===== src/rtl/tw_pkg.sv =====
package tw_pkg;
    parameter int VA_W   = 32;
    parameter int PA_W   = 32;
    parameter int OFS_W  = 12;
    parameter int IDX_W  = 10;
    parameter int DSZ_LG = 2;

    localparam int PFN_W  = PA_W - OFS_W;
    localparam int ATTR_W = OFS_W - 1;
    localparam int DESC_W = PFN_W + ATTR_W + 1;

    typedef enum logic [2:0] {
        ST_IDLE, ST_SEG_REQ, ST_SEG_WAIT, ST_PG_REQ, ST_PG_WAIT, ST_FIN
    } walk_st_e;

    typedef enum logic [1:0] {
        FLT_NONE = 2'd0,
        FLT_SEG  = 2'd1,
        FLT_PAGE = 2'd2
    } flt_e;

    typedef struct packed {
        logic [PFN_W-1:0]  frame;
        logic [ATTR_W-1:0] attr;
        logic              ok;
    } desc_t;

    function automatic logic [IDX_W-1:0] seg_idx(input logic [VA_W-1:0] va);
        return va[VA_W-1 -: IDX_W];
    endfunction

    function automatic logic [IDX_W-1:0] pg_idx(input logic [VA_W-1:0] va);
        return va[OFS_W +: IDX_W];
    endfunction

    function automatic logic [PA_W-1:0] desc_addr(input logic [PA_W-1:0] base,
                                                  input logic [IDX_W-1:0] idx);
        return base + (PA_W'(idx) << DSZ_LG);
    endfunction
endpackage


===== src/rtl/tw_ctrl.sv =====
module tw_ctrl
    import tw_pkg::*;
(
    input  logic     clk,
    input  logic     rst,
    input  logic     start_ok,
    input  logic     req_ready,
    input  logic     rsp_valid,
    input  logic     rsp_ok,
    output walk_st_e st
);
    walk_st_e nxt;

    always_comb begin
        nxt = st;
        unique case (st)
            ST_IDLE:     if (start_ok)  nxt = ST_SEG_REQ;
            ST_SEG_REQ:  if (req_ready) nxt = ST_SEG_WAIT;
            ST_SEG_WAIT: if (rsp_valid) nxt = rsp_ok ? ST_PG_REQ : ST_FIN;
            ST_PG_REQ:   if (req_ready) nxt = ST_PG_WAIT;
            ST_PG_WAIT:  if (rsp_valid) nxt = ST_FIN;
            ST_FIN:                     nxt = ST_IDLE;
            default:                    nxt = ST_IDLE;
        endcase
    end

    always_ff @(posedge clk) begin
        if (rst) st <= ST_IDLE;
        else     st <= nxt;
    end
endmodule


===== src/rtl/tw_addr.sv =====
module tw_addr
    import tw_pkg::*;
(
    input  walk_st_e          st,
    input  logic [VA_W-1:0]   va,
    input  logic [PA_W-1:0]   seg_base,
    input  logic [PFN_W-1:0]  pt_frame,
    output logic [PA_W-1:0]   addr
);
    logic [PA_W-1:0] pt_base;

    assign pt_base = {pt_frame, {OFS_W{1'b0}}};

    always_comb begin
        if (st == ST_PG_REQ) addr = desc_addr(pt_base, pg_idx(va));
        else                 addr = desc_addr(seg_base, seg_idx(va));
    end
endmodule


===== src/rtl/tw_result.sv =====
module tw_result
    import tw_pkg::*;
(
    input  logic              clk,
    input  logic              rst,
    input  logic              start_ok,
    input  walk_st_e          st,
    input  logic              rsp_valid,
    input  desc_t             rsp_desc,
    input  logic [VA_W-1:0]   va_in,
    input  logic [PA_W-1:0]   base_in,
    output logic [VA_W-1:0]   va_q,
    output logic [PA_W-1:0]   base_q,
    output logic [PFN_W-1:0]  pt_frame_q,
    output logic [PFN_W-1:0]  pfn_q,
    output logic [ATTR_W-1:0] attr_q,
    output flt_e              code_q
);
    always_ff @(posedge clk) begin
        if (rst) begin
            va_q       <= '0;
            base_q     <= '0;
            pt_frame_q <= '0;
            pfn_q      <= '0;
            attr_q     <= '0;
            code_q     <= FLT_NONE;
        end else if (start_ok) begin
            va_q   <= va_in;
            base_q <= base_in;
            code_q <= FLT_NONE;
        end else if (rsp_valid && st == ST_SEG_WAIT) begin
            pt_frame_q <= rsp_desc.frame;
            if (!rsp_desc.ok) code_q <= FLT_SEG;
        end else if (rsp_valid && st == ST_PG_WAIT) begin
            pfn_q  <= rsp_desc.frame;
            attr_q <= rsp_desc.attr;
            if (!rsp_desc.ok) code_q <= FLT_PAGE;
        end
    end
endmodule


===== src/rtl/table_walker.sv =====
module table_walker
    import tw_pkg::*;
(
    input  logic              clk,
    input  logic              rst,
    input  logic              walk_req_i,
    input  logic              blk_miss_i,
    input  logic              pg_miss_i,
    input  logic [VA_W-1:0]   va_i,
    input  logic [PA_W-1:0]   seg_base_i,
    output logic              busy_o,
    output logic              done_o,
    output logic              fault_o,
    output logic [1:0]        fault_code_o,
    output logic [PFN_W-1:0]  pfn_o,
    output logic [ATTR_W-1:0] attr_o,
    output logic              mem_req_valid_o,
    input  logic              mem_req_ready_i,
    output logic [PA_W-1:0]   mem_req_addr_o,
    output logic              mem_req_nocache_o,
    input  logic              mem_rsp_valid_i,
    input  logic [DESC_W-1:0] mem_rsp_data_i
);
    walk_st_e          st;
    flt_e              code;
    desc_t             rsp_desc;
    logic              start_ok;
    logic [VA_W-1:0]   va_q;
    logic [PA_W-1:0]   base_q;
    logic [PFN_W-1:0]  pt_frame_q;

    assign rsp_desc = desc_t'(mem_rsp_data_i);
    assign start_ok = walk_req_i && blk_miss_i && pg_miss_i && (st == ST_IDLE);

    tw_ctrl u_ctrl (
        .clk       (clk),
        .rst       (rst),
        .start_ok  (start_ok),
        .req_ready (mem_req_ready_i),
        .rsp_valid (mem_rsp_valid_i),
        .rsp_ok    (rsp_desc.ok),
        .st        (st)
    );

    tw_result u_res (
        .clk        (clk),
        .rst        (rst),
        .start_ok   (start_ok),
        .st         (st),
        .rsp_valid  (mem_rsp_valid_i),
        .rsp_desc   (rsp_desc),
        .va_in      (va_i),
        .base_in    (seg_base_i),
        .va_q       (va_q),
        .base_q     (base_q),
        .pt_frame_q (pt_frame_q),
        .pfn_q      (pfn_o),
        .attr_q     (attr_o),
        .code_q     (code)
    );

    tw_addr u_addr (
        .st       (st),
        .va       (va_q),
        .seg_base (base_q),
        .pt_frame (pt_frame_q),
        .addr     (mem_req_addr_o)
    );

    assign busy_o            = (st != ST_IDLE);
    assign mem_req_valid_o   = (st == ST_SEG_REQ) || (st == ST_PG_REQ);
    assign mem_req_nocache_o = 1'b1;
    assign done_o            = (st == ST_FIN) && (code == FLT_NONE);
    assign fault_o           = (st == ST_FIN) && (code != FLT_NONE);
    assign fault_code_o      = code;
endmodule


===== config.mk =====
export PLATFORM = sky130hd
export DESIGN_NAME = table_walker
export DESIGN_NICKNAME = d
export VERILOG_FILES = /design/src/rtl/tw_pkg.sv /design/src/rtl/tw_ctrl.sv /design/src/rtl/tw_addr.sv /design/src/rtl/tw_result.sv /design/src/rtl/table_walker.sv
export SDC_FILE = /design/constraint.sdc
export NUM_CORES = 1
export LEC_CHECK = 0
export BUFFER_PORTS_ARGS = -buffer_cell sky130_fd_sc_hd__buf_2
export CAP_MARGIN = 25
export CORE_ASPECT_RATIO = 2
export CORE_MARGIN = 3
export CORE_UTILIZATION = 45
export CTS_BUF_LIST = sky130_fd_sc_hd__clkbuf_8
export DETAILED_ROUTE_END_ITERATION = 12
export PLACE_DENSITY = 0.73
export SYNTH_ARGS = -nofsm -noshare
export SYNTH_HDL_FRONTEND = slang
export SYNTH_SLANG_ARGS = --single-unit

===== constraint.sdc =====
create_clock -name clk -period 4.8 [get_ports clk]
set_input_delay 0.24 -clock clk [delete_from_list [all_inputs] [get_ports clk]]
set_output_delay 0.24 -clock clk [all_outputs]
set_load 0.005 [all_outputs]

==> reports/qor.yml <==
status: "completed"
ctsResizeCount: 0
yosys.area_share.xor_xnor_pct: 1.18
synth_area_leaders: "dfxtp_1 42%, nand2_1 17%, a21oi_1 12%"
synth_area_um2: 5180
dp_cells: 962
path_class: "reg -> out"
hold_violations: 0
rows: 54
skew_ns: 0.0112
ir_worst_vdd_uv: 177
cts_tree: "built"
floorplan.initialDensity_pct: 46.7
antenna_found_initial: 0
synth_compound_area_share_pct: 20.3
cp-end-kind: "output pin"
endpoint: "mem_req_addr_o[28]"
clkSinkCount: 108
synthTopCellsByCount: "233 x nand2_1, 120 x a21oi_1, 108 x dfxtp_1, 40 x clkbuf_1, 34 x nor2_1"
dieWidth_um: 81.9
core_um2: 11100
dieHeight_um: 158
synthSimpleGateAreaFrac_pct: 28.5
synth_enable_flop_cells: 0
numCtsBuffers: 9
routed_wl_mm: 14.8
reg2reg_to: "u_res.base_q[22]$_SDFFE_PP0P_"
grt_pass1_wl_mm: 23.6
track_usage_pct: 23.3
synthDistinctLibCells: 51
fin_cells: 981
syn_inst: 713
crit_chain: "ha_1 -> fa_1 -> a211oi_1 -> o21bai_1 -> a21oi_2 -> mux2i_1 -> or3_1 -> buf_2"
critPathRequiredTime_ns: 4.56
clock_path_buffers: 2
yosys_register_bits: 108
nFillCells: 1140
io_pins: 173
power_w: 0.00168
placed_cell_area_um2: 5990
maxCapViolCount: 0
rr_startpoint: "u_ctrl.st[2]$_SDFFE_PP0P_"
nets: 950
n_antenna_cell: 0
yosysSeqAreaShare_pct: 41.7
hold_buffers: 0
grt_pass1_vias: 4991
die_area_um2: 12900
setup_tns_ns: 0
cpLargestDelayFamily: "compound AO/OA/AOI/OAI gates"
worstRegToRegCells: 5
place_ws_ns: 1.66
max_freq_mhz: 279
drtAntennaViolNets: 0
grt_max_degree: 109
grt.overflow.total: 0
hpwl_mm: 10.9
holdPathStages: 3
path_clk_slew_ns: 0.11
cp_data_arrival_time_ns: 3.34
yosysTopAreaCell: "dfxtp_1"
worst_pin_slew_ns: 1.01
drive_gt1_share_pct: 22.7
yosys_warnings: 0
rsz0062_at_grt: "false"
synthArstFlopShare_pct: 0
drt_iter0_markers: 261
synth_ff_type: "dfxtp_1"
start_kind: "flop"
postSynthAreaPerCell_um2: 7.26
vias_per_cell: 5.40
worst-path-max-fanout: 16
area_growth_pct: 20.9
place_congestion: 0.820
power_density_nw_per_um2: 269
synth.mux.area_fraction_pct: 0.797
htreeDepth: 3
crit_buf_inv: 1
period_needed_ns: 3.58
post_cts_buffers: 0
hold_path_class: "in -> reg"
crit_start: "u_res.base_q[2]$_SDFFE_PP0P_"
p_leak_nw: 2.63
avgRoutedWirePerCell_um: 15.1
cp_slowest_cell: "a21oi_2"
design_area_um2: 6260
relSlewSlack_pct: 32.3
slew_violations: 0
clkLatencyLatePin_ns: 0.38
period_share_pct: 74.6
synth_fa_ha_area_share_pct: 2.80
drt_drc_violations_left: 0
synth.net_count: 827
synth.most_common_cell: "nand2_1"
setup_viol: 0
numPortBuffers: 159
synth_top_family_by_area: "simple AND/OR/NAND/NOR gates"
root_buffer: "clkbuf_8"
setup_ws_ns: 1.22
vias: 5296
r2r_slack_ns: 2.66
path_depth: 8
crit_path_max_incr_delay_ns: 0.70
yosys.area.top_type_share_pct: 41.7
dr.pass1.iters: 4
## kinds of logic after synthesis
logic type,after synthesis
other,1
buffers and inverters,59
AO/OA/AOI/OAI,185
XOR/XNOR,7
flip-flops,108
multiplexers,4
AND/OR/NAND/NOR,338
adder cells (fa/ha/maj),11
## worst min-delay path by stage
stage                     slack (ns)                       endpoint                    startpoint
after floorplan                 0.38   u_res.base_q[0]$_SDFFE_PP0P_                 seg_base_i[0]
after global placement          0.44   u_res.base_q[0]$_SDFFE_PP0P_  u_res.base_q[0]$_SDFFE_PP0P_
after detailed placement        0.44   u_res.base_q[1]$_SDFFE_PP0P_  u_res.base_q[1]$_SDFFE_PP0P_
after CTS                       0.07   u_res.attr_q[6]$_SDFFE_PP0P_             mem_rsp_data_i[7]
after global routing            0.07  u_res.base_q[27]$_SDFFE_PP0P_                seg_base_i[27]
final                           0.09   u_res.base_q[1]$_SDFFE_PP0P_                 seg_base_i[1]
## metal layers
layer  track usage [%]  share of wire (%)  vias up
met5                 0                  0        -
met2              44.8                 56      150
met4              9.59                2.8        0
met3              2.79                3.9       33
met1              24.6                 37     2427
li1                  -                  -     2686
## worst min-delay path: stages
cell and delay (ns):
buf_2 0.09, nand2_1 0.04, a21oi_1 0.05
## sequential cells by signal (all words and copies together) (netlist names)
name	flops
u_ctrl.st	3
u_res.attr_q	11
u_res.base_q	32
u_res.code_q	2
u_res.pfn_q	20
u_res.pt_frame_q	20
u_res.va_q	20
## report_power, final
| part | internal [W] | switching, W |
|---|---|---|
| registers | 0.000915 | 0.0000178 |
| logic | 0.0000771 | 0.0000944 |
| clock network | 0.000250 | 0.000329 |
| total | 0.00124 | 0.000441 |
## layout by cell type, fill, tap and decap left out, types with 3 or more instances in the layout
cell | netlist | layout
a21o_1 | 4 | 4
and3_1 | 4 | 4
o21ai_0 | 8 | 8
dfxtp_1 | 108 | 108
mux2i_1 | 3 | 3
inv_6 | 0 | 3
o211ai_1 | 3 | 3
inv_1 | 6 | 6
a21oi_1 | 120 | 120
nor2_1 | 34 | 33
nor3_1 | 4 | 4
or3_1 | 7 | 7
o21ai_1 | 5 | 5
ha_1 | 10 | 10
nand3b_1 | 3 | 3
xor2_1 | 5 | 5
buf_2 | 9 | 158
nand2_1 | 233 | 233
nand3_1 | 11 | 11
and4_1 | 3 | 3
a31oi_1 | 17 | 16
and2_1 | 6 | 6
o31ai_1 | 12 | 12
clkbuf_8 | 0 | 9
buf_4 | 2 | 3
or4_1 | 14 | 14
a211oi_1 | 6 | 6
nand2b_1 | 4 | 4
nand4_1 | 5 | 5
## through the flow
stage / utilization (%) / hold WS, ns
CTS: 55.9 / 0.0709
finish: 56.5 / 0.0902
global route: 56.5 / 0.0719
floorplan: - / 0.376
global placement: 54.0 / 0.438
detailed placement: 54.1 / 0.445
## layout make-up
class / count / area (um2) / area share, %
multi-input cells: 546 / 2810 / 44.8
flip-flops and latches: 108 / 2160 / 34.5
repair buffers: 165 / 891 / 14.2
well taps: 140 / 175 / 2.80
clock buffers: 9 / 124 / 1.98
clock inverters: 7 / 80.1 / 1.28
inverters: 6 / 22.5 / 0.360
No activity file was read; power rests on OpenSTA's default activity.
